**src/rtl/irq_entry_pkg.sv**
```systemverilog
package irq_entry_pkg;
  localparam int XLEN        = 32;
  localparam int LVL_W       = 4;
  localparam int NUM_PERIPH  = 5;
  localparam int EVT_W       = 12;
  localparam int FIELDS_PER_REG = 4;

  localparam int SR_MASK_LO  = 4;
  localparam int SR_BL       = 28;
  localparam int SR_RB       = 29;
  localparam int SR_MD       = 30;

  localparam logic [EVT_W-1:0] EVT_NMI      = 12'h1C0;
  localparam logic [EVT_W-1:0] EVT_EXT_BASE = 12'h200;
  localparam int               EXT_SHIFT    = 5;
  localparam logic [XLEN-1:0]  HANDLER_OFS  = 32'h0000_0600;

  typedef enum logic [2:0] {
    SRC_TMR = 3'd0,
    SRC_RTC = 3'd1,
    SRC_SER = 3'd2,
    SRC_CKG = 3'd3,
    SRC_REF = 3'd4
  } periph_e;

  function automatic logic [EVT_W-1:0] periph_evt(input int idx);
    case (idx)
      0:       return 12'h400;
      1:       return 12'h480;
      2:       return 12'h500;
      3:       return 12'h560;
      default: return 12'h580;
    endcase
  endfunction
endpackage

```
**src/rtl/irq_prio_regs.sv**
```systemverilog
module irq_prio_regs #(
  parameter int NUM_SRC  = 5,
  parameter int LVL_W    = 4,
  parameter int FIELDS   = 4,
  localparam int NUM_REGS = (NUM_SRC + FIELDS - 1) / FIELDS,
  localparam int ADDR_W   = (NUM_REGS > 1) ? $clog2(NUM_REGS) : 1,
  localparam int DATA_W   = FIELDS * LVL_W
) (
  input  logic                           clk,
  input  logic                           rst_n,
  input  logic                           wr_en,
  input  logic [ADDR_W-1:0]              wr_addr,
  input  logic [DATA_W-1:0]              wr_data,
  output logic [NUM_SRC-1:0][LVL_W-1:0]  prio_o
);
  for (genvar i = 0; i < NUM_SRC; i++) begin : g_field
    localparam int RI = i / FIELDS;
    localparam int FI = i % FIELDS;
    always_ff @(posedge clk or negedge rst_n) begin
      if (!rst_n) begin
        prio_o[i] <= '0;
      end else if (wr_en && (wr_addr == RI[ADDR_W-1:0])) begin
        prio_o[i] <= wr_data[FI*LVL_W +: LVL_W];
      end
    end
  end
endmodule

```
**src/rtl/irq_nmi_latch.sv**
```systemverilog
module irq_nmi_latch (
  input  logic clk,
  input  logic rst_n,
  input  logic pin,
  input  logic take,
  output logic pending_o
);
  logic pin_q;
  logic rise;

  assign rise = pin & ~pin_q;

  always_ff @(posedge clk or negedge rst_n) begin
    if (!rst_n) begin
      pin_q     <= 1'b1;
      pending_o <= 1'b0;
    end else begin
      pin_q     <= pin;
      pending_o <= (pending_o & ~take) | rise;
    end
  end
endmodule

```
**src/rtl/irq_pick.sv**
```systemverilog
module irq_pick
  import irq_entry_pkg::*;
#(
  parameter int NUM_SRC = NUM_PERIPH,
  parameter int LW      = LVL_W,
  parameter int EW      = EVT_W
) (
  input  logic [LW-1:0]                mask,
  input  logic [LW-1:0]                ext_lvl,
  input  logic [NUM_SRC-1:0]           req,
  input  logic [NUM_SRC-1:0][LW-1:0]   prio,
  output logic                         hit,
  output logic [EW-1:0]                evt
);
  logic [LW-1:0] best_lvl;
  logic [EW-1:0] best_evt;

  always_comb begin
    best_lvl = ext_lvl;
    best_evt = EVT_EXT_BASE + (EW'(ext_lvl) << EXT_SHIFT);
    for (int i = 0; i < NUM_SRC; i++) begin
      if (req[i] && (prio[i] > best_lvl)) begin
        best_lvl = prio[i];
        best_evt = periph_evt(i);
      end
    end
    hit = best_lvl > mask;
    evt = best_evt;
  end
endmodule

```
**src/rtl/irq_entry_unit.sv**
```systemverilog
module irq_entry_unit
  import irq_entry_pkg::*;
(
  input  logic              clk,
  input  logic              rst_n,
  input  logic              nmi_pin,
  input  logic [3:0]        irl_level,
  input  logic [4:0]        periph_req,
  input  logic [31:0]       sr_in,
  input  logic [31:0]       next_pc,
  input  logic [31:0]       vbr,
  input  logic              insn_boundary,
  input  logic              reg_wr,
  input  logic [0:0]        reg_addr,
  input  logic [15:0]       reg_wdata,
  output logic              accept,
  output logic [31:0]       spc_out,
  output logic [31:0]       ssr_out,
  output logic [31:0]       sr_new,
  output logic [31:0]       handler_pc,
  output logic [11:0]       evt_code
);
  localparam logic [XLEN-1:0] ENTRY_SET =
    (XLEN'(1) << SR_BL) | (XLEN'(1) << SR_RB) | (XLEN'(1) << SR_MD);

  logic [NUM_PERIPH-1:0][LVL_W-1:0] prio;
  logic                             nmi_pend;
  logic                             pick_hit;
  logic [EVT_W-1:0]                 pick_evt;
  logic                             open_win;
  logic                             take_nmi;
  logic                             take_lvl;

  irq_prio_regs #(
    .NUM_SRC (NUM_PERIPH),
    .LVL_W   (LVL_W),
    .FIELDS  (FIELDS_PER_REG)
  ) prio_i (
    .clk     (clk),
    .rst_n   (rst_n),
    .wr_en   (reg_wr),
    .wr_addr (reg_addr),
    .wr_data (reg_wdata),
    .prio_o  (prio)
  );

  irq_nmi_latch nmi_i (
    .clk       (clk),
    .rst_n     (rst_n),
    .pin       (nmi_pin),
    .take      (take_nmi),
    .pending_o (nmi_pend)
  );

  irq_pick #(
    .NUM_SRC (NUM_PERIPH),
    .LW      (LVL_W),
    .EW      (EVT_W)
  ) pick_i (
    .mask    (sr_in[SR_MASK_LO +: LVL_W]),
    .ext_lvl (irl_level),
    .req     (periph_req),
    .prio    (prio),
    .hit     (pick_hit),
    .evt     (pick_evt)
  );

  assign open_win = insn_boundary & ~sr_in[SR_BL];
  assign take_nmi = open_win & nmi_pend;
  assign take_lvl = open_win & ~nmi_pend & pick_hit;

  always_ff @(posedge clk or negedge rst_n) begin
    if (!rst_n) begin
      accept     <= 1'b0;
      spc_out    <= '0;
      ssr_out    <= '0;
      sr_new     <= '0;
      handler_pc <= '0;
      evt_code   <= '0;
    end else begin
      accept <= take_nmi | take_lvl;
      if (take_nmi | take_lvl) begin
        spc_out    <= next_pc;
        ssr_out    <= sr_in;
        sr_new     <= sr_in | ENTRY_SET;
        handler_pc <= vbr + HANDLER_OFS;
        evt_code   <= take_nmi ? EVT_NMI : pick_evt;
      end
    end
  end
endmodule

```
**config.mk**
```make
export PLATFORM = sky130hd
export DESIGN_NAME = irq_entry_unit
export DESIGN_NICKNAME = d
export VERILOG_FILES = /design/src/rtl/irq_entry_pkg.sv /design/src/rtl/irq_prio_regs.sv /design/src/rtl/irq_nmi_latch.sv /design/src/rtl/irq_pick.sv /design/src/rtl/irq_entry_unit.sv
export SDC_FILE = /design/constraint.sdc
export NUM_CORES = 1
export LEC_CHECK = 0
export BUFFER_PORTS_ARGS = -buffer_cell sky130_fd_sc_hd__buf_4
export CELL_PAD_IN_SITES_DETAIL_PLACEMENT = 1
export CELL_PAD_IN_SITES_GLOBAL_PLACEMENT = 1
export CORE_ASPECT_RATIO = 1.75
export CORE_UTILIZATION = 32
export DETAILED_ROUTE_END_ITERATION = 12
export GPL_TIMING_DRIVEN = 0
export HOLD_SLACK_MARGIN = 0.1
export PLACE_DENSITY = 0.87
export SYNTH_ARGS = -nofsm -noshare
export SYNTH_HDL_FRONTEND = slang
export SYNTH_HIERARCHICAL = 1
export SYNTH_SLANG_ARGS = --single-unit
export TNS_END_PERCENT = 50
```
**constraint.sdc**
```tcl
create_clock -name clk -period 8.2 [get_ports clk]
set_input_delay 0 -clock clk [delete_from_list [all_inputs] [get_ports clk]]
set_output_delay 0 -clock clk [all_outputs]
set_load 0.05 [all_outputs]
```
After elaboration in Yosys (flattened, before gate mapping):

Cells that the tools add are included.

* register bits after elaboration: 163
* input port bits: 127
* output and inout bits: 141

* $add $sub $neg: 2
* $lt $le $gt $ge: 6
* mux-type cells: 11
* bitwise gates (word level): 13
* reductions and logical operators: 7

Operators by type and width (number)
* $mux W12: 6
* $add A32 B11 Y32 const B: 1
* $gt A4 B4 Y1: 6
* $mux W4: 5
* $add A10 B9 Y11 const A: 1
* $logic_and A1 B1 Y1: 7
* $and A1 B1 Y1: 6
* $not A1 Y1: 5
* $or A1 B1 Y1: 2

Longest topological paths before layout:

Gate-level depths: netlist (run 1).

* depth in word-level cells: 18
* mapped depth: 47
* depth with buffers taken out: 44

Cells and area by module:

Netlist (run 1), hierarchy kept.

Modules (own cells, without submodules)
* irq_entry_unit: instances 1, cells an instance 517, area each 4693.3 um^2
* irq_pick: instances 1, cells an instance 146, area each 1049.8 um^2
* irq_prio_regs: instances 1, cells an instance 44, area each 812.0 um^2
* irq_nmi_latch: instances 1, cells an instance 5, area each 71.3 um^2

Least setup slack after synthesis (run 1):

No wires, ideal clock.

* kind: register -> register
* start: register prio_i/prio_o[3] in the netlist's numbering
* end: register ssr_out[17]
* setup time: 0.066 ns
* arrival: 7.816 ns
* data required time: 8.134 ns
* path slack: 0.318 ns
* stages on the path, launching flop included: 38
* path buffers: 3
* cell sequence: dfrtp_1 > ha_1 > a21oi_1 > a21oi_4 > a21oi_1 > ha_1 > and3_1 > a221oi_4 > mux2i_1 > ha_1 > nand2_1 > or3_1 > a21o_2 > mux2_4 > ha_1 > nor2b_1 > o21a_1 > o21a_1 > (+2 left out) > nand2_1 > o21a_1 > ha_1 > a21oi_1 > nor2b_1 > o311ai_1 > o21a_1 > ha_1 > nor2b_1 > o21ai_0 > nand2b_1 > a21oi_1 > a41oi_1 > o21ai_1 > clkbuf_1 > buf_1 > nand2_1 > nand2_1

* longest elaborated chain between the ends: 18

Ends and longest elaborated chain
* start, declared: RTL line irq_prio_regs.sv:14 `output logic [NUM_SRC-1:0][LVL_W-1:0] prio_o`
* start signal, assigned by index: RTL line irq_prio_regs.sv:23 `prio_o[i] <= wr_data[FI*LVL_W +: LVL_W];`
* $gt A4 B4 Y1: RTL line irq_pick.sv:22 `if (req[i] && (prio[i] > best_lvl)) begin`
* $logic_and A1 B1 Y1: RTL line irq_pick.sv:22
* $mux W4 *: RTL line irq_pick.sv:22
* $gt A4 B4 Y1: RTL line irq_pick.sv:22
* $logic_and A1 B1 Y1: RTL line irq_pick.sv:22
* $mux W4 *: RTL line irq_pick.sv:22
* $gt A4 B4 Y1: RTL line irq_pick.sv:22
* $logic_and A1 B1 Y1: RTL line irq_pick.sv:22
* (+3 left out)
* $mux W4 *: RTL line irq_pick.sv:22
* $gt A4 B4 Y1: RTL line irq_pick.sv:22
* $logic_and A1 B1 Y1: RTL line irq_pick.sv:22
* $mux W4 *: RTL line irq_pick.sv:22
* $gt A4 B4 Y1 *: RTL line irq_pick.sv:27 `hit = best_lvl > mask;`
* via pick_hit: RTL line irq_entry_unit.sv:28 `logic pick_hit;`
* $and A1 B1 Y1 *: RTL line irq_entry_unit.sv:70 `assign take_lvl = open_win & ~nmi_pend & pick_hit;`
* $or A1 B1 Y1 *: RTL line irq_entry_unit.sv:82 `if (take_nmi | take_lvl) begin`
* end signal, assigned: RTL line irq_entry_unit.sv:84 `ssr_out <= sr_in;`
* end, declared: RTL line irq_entry_unit.sv:18 `output logic [31:0] ssr_out,`

Mark *: on every way through the listed nets, which the timed path passes. The rest lies on a longest branch.
A chain may end at the register's enable or synchronous reset.

Worst setup path after layout (run 1):

* start: register prio_i/prio_o[0] in the netlist's numbering
* end: register handler_pc[31]

* longest elaborated chain between the ends: 18

Ends and longest elaborated chain
* $gt A4 B4 Y1: RTL line irq_pick.sv:22
* $logic_and A1 B1 Y1: RTL line irq_pick.sv:22
* $mux W4 *: RTL line irq_pick.sv:22
* $gt A4 B4 Y1: RTL line irq_pick.sv:22
* $logic_and A1 B1 Y1: RTL line irq_pick.sv:22
* $mux W4 *: RTL line irq_pick.sv:22
* $gt A4 B4 Y1: RTL line irq_pick.sv:22
* $logic_and A1 B1 Y1: RTL line irq_pick.sv:22
* (+3 left out)
* $mux W4 *: RTL line irq_pick.sv:22
* $gt A4 B4 Y1: RTL line irq_pick.sv:22
* $logic_and A1 B1 Y1: RTL line irq_pick.sv:22
* $mux W4 *: RTL line irq_pick.sv:22
* $gt A4 B4 Y1 *: RTL line irq_pick.sv:27
* via pick_hit: RTL line irq_entry_unit.sv:28
* $and A1 B1 Y1 *: RTL line irq_entry_unit.sv:70
* $or A1 B1 Y1 *: RTL line irq_entry_unit.sv:82
* end signal, assigned: RTL line irq_entry_unit.sv:86 `handler_pc <= vbr + HANDLER_OFS;`
* end, declared: RTL line irq_entry_unit.sv:20 `output logic [31:0] handler_pc,`

Marks and branches as above.

==> run_results.csv, run 1 <==
group,metric,value,unit
die,die_w,111,um
timing,setup_ws,-0.111,ns
synthesis,avgSynthCellArea,9.31,um2
setup_path,criticalPathCategory,"reg -> reg",
route,drt-initial-drc-count,218,
run_status,violations,"negative setup slack",
placed_design,io_buffer_count,267,
global_routing,grt_usage,0.276,
global_routing,antenna_found_initial,1,
cts,clockBufferDepth,2,
setup_path,start_kind,"flip-flop",
die,num_rows,69,
cts,cts_max_level,4,
run_status,status,"finished, violations left",
synthesis,synth_ff_type,"dfrtp_1",
cells_and_area,drive_gt1_frac,0.407,
timing,hold_slack,0.130,ns
cts,cts_tree,"done",
synthesis,synthCells,712,
die,io-pin-count,268,
synthesis,synth-edff-count,0,
cts,clk_transition_reported_paths,0.06,ns
global_routing,gr-total-overflow,0,
die,initial_utilization,0.327,
cts,cts_root_buf,"clkbuf_16",
pwr,p_per_area,384,mW/mm2
route,vias_per_cell,5.15,
route,route.detailed.drc,0,
timing,final-setup-viol-count,57,
job,max_cap_viol_count,0,
synthesis,yosys_warnings,6,
cts,cts.sinks,132,
timing,fin_worst_skew,0.00966,ns
setup_path,cp_common_cell,"ha_4",
synthesis,ys_ff_latch,132,
timing,finalCriticalPeriod,8.31,ns
timing,hold_viol_final,0,
timing,max_freq,0.120,GHz
die,fp.dieH,192,um
placed_design,dpl_cell_area,0.00899,mm2
timing,worstMarginPinSlew,0.612,ns
hold_path,hold_path_class,"in -> async",
synthesis,ys_seq_area_frac,0.499,
global_routing,grt_max_degree,76,
synthesis,ys_async_sr_fraction,1.00,
route,dr.pass1.iters,4,
setup_path,cp.required,8.51,ns
route,drtAntennaViolNets,0,
synthesis,syn_area,0.00663,mm2
die,coreArea,0.0203,mm2
setup_path,critPathMaxFanout,10,
route,wirelength,30600,um
die,die_area,0.0213,mm2
placed_design,hpwlAfterDp,17000,um
route,wl_per_cell,21.4,um
cells_and_area,nets,1317,
timing,post-route-period-util,1.01,
cells_and_area,stdcell_area,0.0118,mm2
setup_path,crit_path_end_kind,"flip-flop",
setup_path,critPathArrivalTime,8.62,ns
global_routing,grt_pass1_wl,44900,um
pwr,leakagePower,5.84,nW
timing,slew_headroom,0.592,
setup_path,max_stage_delay,0.40,ns
route,vias,7369,
timing,slew_viol_final,0,
setup_path,critPathSlowestCell,"dfrtp_1",
cts,clk-insertion-delay-late,0.43,ns
cts,cts_made_buffers,17,
placed_design,routabilityCongestion,0.856,
synthesis,synth.distinct_cells,61,
pwr,ir_worst_vdd,0.227,mV
cells_and_area,syn_to_final_growth,77.6,%
global_routing,grt_pass1_vias,8252,
per-layer routing:
layer	wire length, um	share of wire	GRT usage
met5	0	0	0
met2	17100	0.56	0.529
met4	2220	0.073	0.207
met3	1160	0.038	0.0528
met1	10000	0.33	0.256
final timing paths:
path                            depth (start not counted)           endpoint  slack [ns]             start
worst max-delay path                                   40     handler_pc[31]       -0.11  prio_i/prio_o[0]
worst min-delay path                                    2  prio_i/prio_o[10]        0.13             rst_n
worst max register to register                         40     handler_pc[31]       -0.11  prio_i/prio_o[0]
worst min register to register                          2        spc_out[18]        0.48       spc_out[18]
max in group asynchronous                               3      handler_pc[3]        7.27             rst_n
min in group clk                                        6        evt_code[7]        0.23      irl_level[2]
where the power goes:
group	switching, mW	total (mW)	internal (mW)
clock network	0.312	0.824	0.512
logic	1.71	2.62	0.908
registers	0.193	1.07	0.880
critical path: cells and delay by family, from the launching register on:
family                   cells  cell delay (ns)
AO/OA/AOI/OAI               16             3.16
adder cells (fa/ha/maj)      6             1.65
buffers and inverters        6             0.99
flip-flops                   1             0.40
multiplexers                 2             0.71
AND/OR/NAND/NOR             10             1.27
sequential cells by signal, summed over array words and instances, names as in the netlist:
signal	count
sr_new	1
nmi_i/pin_q	1
nmi_i/pending_o	1
accept	1
ssr_out	32
evt_code	12
prio_i/prio_o	20
spc_out	32
handler_pc	32
placed cells by master, fill, tap and decap left out, types with 12 or more instances in the layout:
master,instances
buf_4,332
nand2_1,243
dlygate4sd3_1,142
dfrtp_1,130
inv_1,24
nor2_1,19
clkbuf_16,18
o21ai_0,16
o21ai_1,13
mux2_4,12
cell type report:
| class | count | area [um2] |
|---|---|---|
| Clock inverter | 11 | 149 |
| Tap cell | 248 | 310 |
| Timing Repair Buffer | 434 | 3640 |
| Clock buffer | 21 | 480 |
| Antenna cell | 1 | 2.50 |
| Buffer | 64 | 566 |
| Multi-Input combinational cell | 493 | 3210 |
| Fill cell | 2231 | 8520 |
| Sequential cell | 132 | 3310 |
| Inverter | 26 | 97.6 |
cell usage after synthesis (4+ instances only):
master / number / area, um2
nand2_1: 248 / 931
dfrtp_1: 131 / 3280
buf_4: 38 / 285
inv_1: 26 / 97.6
nor2_1: 25 / 93.8
ha_1: 22 / 275
o21ai_0: 19 / 95.1
clkbuf_1: 18 / 67.6
a21oi_1: 15 / 75.1
mux2_4: 12 / 180
nand3_1: 12 / 60.1
o21ai_1: 12 / 60.1
xnor2_1: 12 / 105
mux2_2: 11 / 124
a22o_1: 9 / 78.8
a31oi_1: 9 / 56.3
or3_1: 9 / 56.3
buf_1: 6 / 22.5
nand4_1: 6 / 37.5
nor2b_1: 5 / 31.3
and3_1: 4 / 25.0
o21a_1: 4 / 30.0
kinds of logic (layout without fill, tap and decap cells):
| logic type | after synthesis | after routing | share of synthesized area |
|---|---|---|---|
| flops | 132 | 132 | 0.499 |
| fa+ha+maj | 22 | 22 | 0.0415 |
| compound gates | 94 | 94 | 0.0986 |
| simple gates | 329 | 329 | 0.211 |
| mux | 27 | 27 | 0.0525 |
| other cells | 1 | 7 | 0.000566 |
| xor+xnor | 15 | 15 | 0.0198 |
| buf+inv | 92 | 556 | 0.0776 |
per-stage QoR:
step                      utilization  total power [mW]  TNS [ns]  worst slack, ns  std cells
after floorplan                     -              2.53         0            0.318        717
after global placement          0.442              3.20   -127.15            -1.41       1232
after detailed placement        0.443              3.27   -164.98            -1.79       1233
after CTS                       0.563              4.29         0           0.0184       1421
after global routing            0.580              4.68    -28.67           -0.333       1430
final                           0.580              4.52     -1.66           -0.111       1430
repair_timing:
item                       4_1_cts  5_1_grt
gates resized for setup         77       62
setup buffers                   15        8
pin swaps                       16       20
setup endpoints to repair      110      110
hold endpoints to repair       252        0
gates cloned                     0        1
hold buffers                   142        0
Power figures use the tool's default switching activity.
==> run 2, diff against run 1 <==
--- a/config.mk
+++ b/config.mk
@@ -9,11 +9,13 @@
 export CELL_PAD_IN_SITES_DETAIL_PLACEMENT = 1
 export CELL_PAD_IN_SITES_GLOBAL_PLACEMENT = 1
 export CORE_ASPECT_RATIO = 1.75
-export CORE_UTILIZATION = 32
+export CORE_UTILIZATION = 33
+export CTS_BUF_LIST = sky130_fd_sc_hd__clkbuf_8
 export DETAILED_ROUTE_END_ITERATION = 12
 export GPL_TIMING_DRIVEN = 0
 export HOLD_SLACK_MARGIN = 0.1
-export PLACE_DENSITY = 0.87
+export PLACE_DENSITY = 0.9
+export SLEW_MARGIN = 20
 export SYNTH_ARGS = -nofsm -noshare
 export SYNTH_HDL_FRONTEND = slang
 export SYNTH_HIERARCHICAL = 1
==> run_results.csv, run 2 (same netlist as run 1, synthesis figures left out) <==
group,metric,value,unit
cts,clk-insertion-delay-late,0.47,ns
cells_and_area,utilization,0.601,
timing,slew_headroom,0.356,
die,initial_utilization,0.336,
placed_design,io_buffer_count,267,
global_routing,grt_max_degree,73,
job,max_cap_viol_count,0,
setup_path,worst-path-buf-inv,5,
pwr,ir_worst_vdd,0.231,mV
placed_design,routabilityCongestion,0.797,
cells_and_area,nets,1335,
route,drt-initial-drc-count,299,
setup_path,cp_common_cell,"ha_4",
global_routing,grt_pass1_wl,47100,um
setup_path,cp.required,8.53,ns
route,vias,7741,
global_routing,antenna_found_initial,2,
timing,finalCriticalPeriod,8.52,ns
setup_path,crit_family,"compound AO/OA/AOI/OAI gates",
pwr,seqPwrFrac,0.245,
pwr,combPwrFrac,0.628,
pwr,leakagePower,5.89,nW
cts,clockBufferDepth,2,
timing,final-setup-viol-count,109,
die,die_w,109,um
timing,post-route-period-util,1.04,
run_status,status,"finished, violations left",
pwr,total_power,4.41,mW
placed_design,hpwlAfterDp,17000,um
hold_path,hold_depth,6,
setup_path,criticalPathCategory,"reg -> reg",
pwr,power.share.switching,0.519,
pwr,power.internal,2.12,mW
route,vias_per_cell,5.36,
setup_path,critPathSlowestCell,"dfrtp_1",
setup_path,critPathArrivalTime,8.85,ns
global_routing,gr-total-overflow,0,
cts,clk_transition_reported_paths,0.10,ns
route,wirelength,35000,um
setup_path,r2r-start,"prio_i/prio_o[0]",
die,coreArea,0.0197,mm2
route,route.detailed.drc,0,
timing,setup-tns-final,-19.94,ns
cts,cts.sinks,132,
die,io-pin-count,268,
global_routing,grt_usage,0.307,
cts,cts_root_buf,"clkbuf_8",
setup_path,crit_path_end_kind,"flip-flop",
setup_path,r2r_end,"handler_pc[0]",
cells_and_area,mostFrequentLayoutCell,"buf_4",
cts,cts_made_buffers,17,
timing,max_freq,0.117,GHz
die,die_area,0.0207,mm2
pwr,switchingPower,2.29,mW
placed_design,post-place-ws,-1.87,ns
hold_path,hold_path_end,"evt_code[8]",
hold_path,hold_start,"periph_req[3]",
cts,cts_tree,"done",
timing,setup_ws,-0.316,ns
pwr,power_frac_clock,0.127,
route,wl_per_cell,24.2,um
cells_and_area,syn_to_final_growth,79.1,%
die,fp.dieH,189,um
cells_and_area,fillCellCount,2164,
cells_and_area,final_cell_mix,"buf_4 (340), nand2_1 (230), dlygate4sd3_1 (147), dfrtp_1 (130), inv_1 (26)",
route,dr.pass1.iters,5,
placed_design,place_inst,1230,
timing,fin_worst_skew,0.0205,ns
cells_and_area,drive_gt1_frac,0.427,
run_status,violations,"negative setup slack",
cells_and_area,stdcell_area,0.0119,mm2
timing,rsz0062_at_grt,"true",
hold_path,hold_path_class,"in -> reg",
setup_path,max_stage_delay,0.46,ns
cells_and_area,top_regs,"handler_pc (32), spc_out (32), ssr_out (32)",
setup_path,reg2reg_depth,42,
global_routing,grt_pass1_vias,8544,
route,drtAntennaViolNets,0,
setup_path,start_kind,"flip-flop",
timing,hold_viol_final,0,
timing,slew_viol_final,0,
placed_design,dpl_cell_area,0.00899,mm2
cts,cts_max_level,4,
die,num_rows,68,
pwr,p_per_area,372,mW/mm2
setup_path,critPathMaxFanout,8,
setup_path,r2r_slack,-0.32,ns
cells_and_area,layout.cells.non_filler,1445,
timing,hold_slack,0.226,ns
timing,worstMarginPinSlew,0.963,ns
## run 2: power by group through the flow
stage / Combinational [mW] / Clock, mW / Sequential (mW)
5_1_grt: 2.88 / 0.593 / 1.10
3_5_place_dp: 2.22 / 0 / 1.05
3_3_place_gp: 2.16 / 0 / 1.04
2_1_floorplan: 0.765 / 0 / 1.77
4_1_cts: 2.41 / 0.554 / 1.04
6_report: 2.77 / 0.560 / 1.08
## run 2: worst register-to-register path: cells and delay by family (launching register included)
family / cells / cell delay, ns
AOI/OAI and AO/OA: 18 / 3.62
and+or+nand+nor: 11 / 1.42
adders and majority gates: 6 / 1.33
buffers and inverters: 5 / 0.81
muxes: 2 / 0.73
DFF: 1 / 0.46
## run 2: cell type report
type	instances	area (um2)	share of cell area
Buffer	64	579	0.0488
Clock inverter	14	143	0.0120
Inverter	26	97.6	0.00822
Timing Repair Buffer	452	3850	0.324
Tap cell	245	307	0.0258
Antenna cell	2	5.00	0.000422
Sequential cell	132	3310	0.279
Clock buffer	17	234	0.0197
Multi-Input combinational cell	493	3350	0.282
## run 2: per-layer routing
| layer | global-route usage | share of wire | vias up |
|---|---|---|---|
| met5 | 0 | 0 | - |
| li1 | - | - | 3270 |
| met2 | 0.574 | 0.54 | 435 |
| met3 | 0.0592 | 0.052 | 191 |
| met1 | 0.290 | 0.32 | 3845 |
| met4 | 0.215 | 0.081 | 0 |
## run 2: worst max-delay path by stage
stage                      from              to  cells past startpoint
6_report       prio_i/prio_o[0]   handler_pc[0]                     42
5_1_grt        prio_i/prio_o[0]   handler_pc[0]                     42
4_1_cts        prio_i/prio_o[1]      spc_out[1]                     42
3_5_place_dp   prio_i/prio_o[3]  handler_pc[28]                     39
3_3_place_gp   prio_i/prio_o[2]     spc_out[31]                     40
2_1_floorplan  prio_i/prio_o[3]     ssr_out[17]                     37
## run 2: repair_timing
action / 4_1_cts / 5_1_grt
setup endpoints to repair: 110 / 110
endpoints found under the hold margin: 252 / 0
resized for setup: 67 / 117
gates cloned: 0 / 4
pin swaps: 12 / 41
setup buffers: 14 / 19
hold buffers: 147 / 0
==> run 3, diff against run 2 <==
--- a/config.mk
+++ b/config.mk
@@ -5,6 +5,7 @@
 export SDC_FILE = /design/constraint.sdc
 export NUM_CORES = 1
 export LEC_CHECK = 0
+export ABC_AREA = 1
 export BUFFER_PORTS_ARGS = -buffer_cell sky130_fd_sc_hd__buf_4
 export CELL_PAD_IN_SITES_DETAIL_PLACEMENT = 1
 export CELL_PAD_IN_SITES_GLOBAL_PLACEMENT = 1
@@ -14,7 +15,7 @@
 export DETAILED_ROUTE_END_ITERATION = 12
 export GPL_TIMING_DRIVEN = 0
 export HOLD_SLACK_MARGIN = 0.1
-export PLACE_DENSITY = 0.9
+export PLACE_DENSITY = 0.88
 export SLEW_MARGIN = 20
 export SYNTH_ARGS = -nofsm -noshare
 export SYNTH_HDL_FRONTEND = slang
==> run_results.csv, run 3 <==
group,metric,value,unit
run_status,status,"finished, violations left",
run_status,violations,"design-rule violations",
synthesis,yosysTopAreaCellShare,0.470,
synthesis,yosys_warnings,6,
synthesis,ys_ff_latch,132,
synthesis,synth_ff_type,"dfrtp_1",
route,wl_per_cell,21.0,um
synthesis,syn_area,0.00698,mm2
pwr,leakagePower,6.30,nW
cts,cts_tree,"done",
die,num_rows,70,
synthesis,synth.area.mux_share,0,
route,dr.pass1.iters,12,
global_routing,gr-total-overflow,0,
global_routing,antenna_found_initial,4,
route,vias_per_cell,5.08,
synthesis,synth-edff-count,0,
synthesis,synth.distinct_cells,39,
timing,setup_ws,0.101,ns
route,drt-initial-drc-count,372,
global_routing,grt_usage,0.306,
setup_path,cp.required,8.55,ns
setup_path,r2r_end,"handler_pc[8]",
timing,slew_viol_final,0,
cells_and_area,fillCellCount,2443,
cells_and_area,stdcell_area,0.0118,mm2
synthesis,synth_common_cells,"nand2_1 (383), dfrtp_1 (131), inv_1 (61)",
cts,clk_transition_reported_paths,0.09,ns
cts,cts_max_level,4,
cts,cts.sinks,132,
placed_design,dpl_cell_area,0.00935,mm2
route,vias,8189,
cts,clockBufferDepth,2,
synthesis,synth_area_leaders,"dfrtp_1 (47%), nand2_1 (21%), buf_4 (4.1%)",
die,io-pin-count,268,
synthesis,synth_xor_area_frac,0.00879,
setup_path,critPathSlowestCell,"dfrtp_2",
timing,post-route-period-util,0.988,
synthesis,yosysTopAreaCell,"dfrtp_1",
hold_path,hold_depth,2,
cells_and_area,top_regs,"handler_pc (32), spc_out (32), ssr_out (32)",
setup_path,cp_common_cell,"nand2_1",
hold_path,hold_path_end,"nmi_i/pin_q",
setup_path,max_stage_delay,0.49,ns
setup_path,criticalPathCategory,"reg -> reg",
timing,hold_slack,0.200,ns
setup_path,start_kind,"flip-flop",
hold_path,hold_path_class,"in -> reg",
global_routing,grt_max_degree,82,
timing,hold_viol_final,0,
pwr,ir_worst_vdd,0.162,mV
cts,clk-insertion-delay-late,0.48,ns
synthesis,ys_async_sr_fraction,1.00,
cells_and_area,drive_gt1_frac,0.334,
global_routing,grt_pass1_wl,50100,um
cells_and_area,syn_to_final_growth,68.8,%
synthesis,yosys.area_share.adder,0.0395,
route,drtAntennaViolNets,0,
route,route.detailed.drc,23,
setup_path,critPathArrivalTime,8.45,ns
placed_design,routabilityCongestion,0.894,
synthesis,synth_simple_gate_area_frac,0.333,
setup_path,critPathMaxFanout,10,
pwr,p_per_area,391,mW/mm2
cts,cts_made_buffers,17,
placed_design,hpwlAfterDp,18900,um
cells_and_area,nets,1491,
hold_path,hold_start,"nmi_pin",
placed_design,io_buffer_count,267,
cells_and_area,mostFrequentLayoutCell,"nand2_1",
setup_path,r2r_slack,0.10,ns
die,coreArea,0.0208,mm2
job,max_cap_viol_count,0,
die,fp.dieH,194,um
synthesis,synth_top_family_by_area,"simple AND/OR/NAND/NOR gates",
timing,fin_worst_skew,0.0200,ns
pwr,total_power,4.61,mW
global_routing,grt_pass1_vias,9184,
timing,max_freq,0.123,GHz
timing,finalCriticalPeriod,8.10,ns
synthesis,synth-compound-area-share,0.0491,
synthesis,synth.most_common_cell,"nand2_1",
synthesis,avgSynthCellArea,8.05,um2
synthesis,ys_seq_area_frac,0.474,
setup_path,r2r-start,"prio_i/prio_o[3]",
route,wirelength,33800,um
cts,cts_root_buf,"clkbuf_8",
die,die_w,112,um
synthesis,synthCells,867,
timing,final-setup-viol-count,0,
setup_path,crit_path_end_kind,"flip-flop",
placed_design,post-place-ws,-0.125,ns
die,initial_utilization,0.335,
setup_path,reg2reg_depth,52,
cells_and_area,final_cell_mix,"nand2_1 (379), buf_4 (329), dlygate4sd3_1 (160), dfrtp_1 (128), inv_1 (59)",
die,die_area,0.0217,mm2
## run 3: cell types whose count changed after synthesis, moves of 8 or more
cell and delta:
nand2_1 +135, buf_2 +18, clkbuf_1 -13, or3_1 -9
mux2_2 -11, mux2_4 -12, a31oi_1 -9, inv_1 +35
nand3_2 +8, o21ai_1 -8, nand3_1 +44, xnor2_1 -9
## run 3: timing repair
item | CTS | global route
endpoints found under the setup margin | 99 | 110
pin swaps | 0 | 10
setup buffers | 0 | 21
gates resized for setup | 4 | 58
hold endpoints to repair | 252 | 0
hold buffers | 161 | 0
cloned | 0 | 1
## run 3: area by class of cell
cell class	instances	area, um2	area share
inverters	64	244	0.0207
repair buffers	450	3830	0.325
multi-input cells	612	3130	0.266
flip-flops and latches	132	3310	0.281
plain buffers	65	485	0.0412
clock inverters	14	209	0.0177
well taps	252	315	0.0268
clock buffers	18	248	0.0210
diodes	4	10.0	0.000850
## run 3: critical path, delay by kind of cell (launching register included)
kind	cells	cell delay, ns
flip-flops	1	0.49
AND/OR/NAND/NOR	22	2.74
buffers and inverters	13	1.43
adder cells (fa/ha/maj)	6	1.58
AO/OA/AOI/OAI	11	1.70
## run 3: kinds of logic (layout without fill, tap and decap cells)
logic type | after synthesis | in the layout
buf+inv | 129 | 611
compound gates | 52 | 52
simple gates | 524 | 525
fa+ha+maj | 22 | 22
xor+xnor | 7 | 7
other cells | 1 | 10
flops | 132 | 132
## run 3: worst max-delay path by stage
stage	depth (start not counted)	slack, ns	start	endpoint
finish	52	0.10	prio_i/prio_o[3]	handler_pc[8]
global route	52	-0.32	prio_i/prio_o[3]	handler_pc[8]
CTS	54	0.003	prio_i/prio_o[1]	ssr_out[9]
detailed placement	53	-0.13	prio_i/prio_o[1]	spc_out[17]
global placement	53	0.14	prio_i/prio_o[3]	handler_pc[5]
floorplan	53	1.46	prio_i/prio_o[3]	ssr_out[0]
## run 3: report_power, final
group | total (mW) | switching, mW | internal [mW] | leakage (nW)
logic | 2.82 | 1.93 | 0.888 | 4.44
clock network | 0.661 | 0.293 | 0.368 | 0.226
registers | 1.12 | 0.215 | 0.908 | 1.63
total | 4.61 | 2.44 | 2.16 | 6.30
## run 3: metal layers
| layer | track usage | vias to the layer above | part of all wire | wire [um] |
|---|---|---|---|---|
| met5 | 0 | - | 0 | 0 |
| met4 | 0.224 | 0 | 0.075 | 2550 |
| met3 | 0.0645 | 157 | 0.046 | 1550 |
| met2 | 0.591 | 361 | 0.56 | 18900 |
| met1 | 0.273 | 4040 | 0.32 | 10800 |
| li1 | - | 3631 | - | - |
## run 3: through the flow
stage,instances,utilization,TNS [ns]
floorplan,872,-,0
global placement,1391,0.447,0
detailed placement,1392,0.448,-5.68
CTS,1585,0.549,0
global route,1611,0.565,-26.27
finish,1611,0.565,0
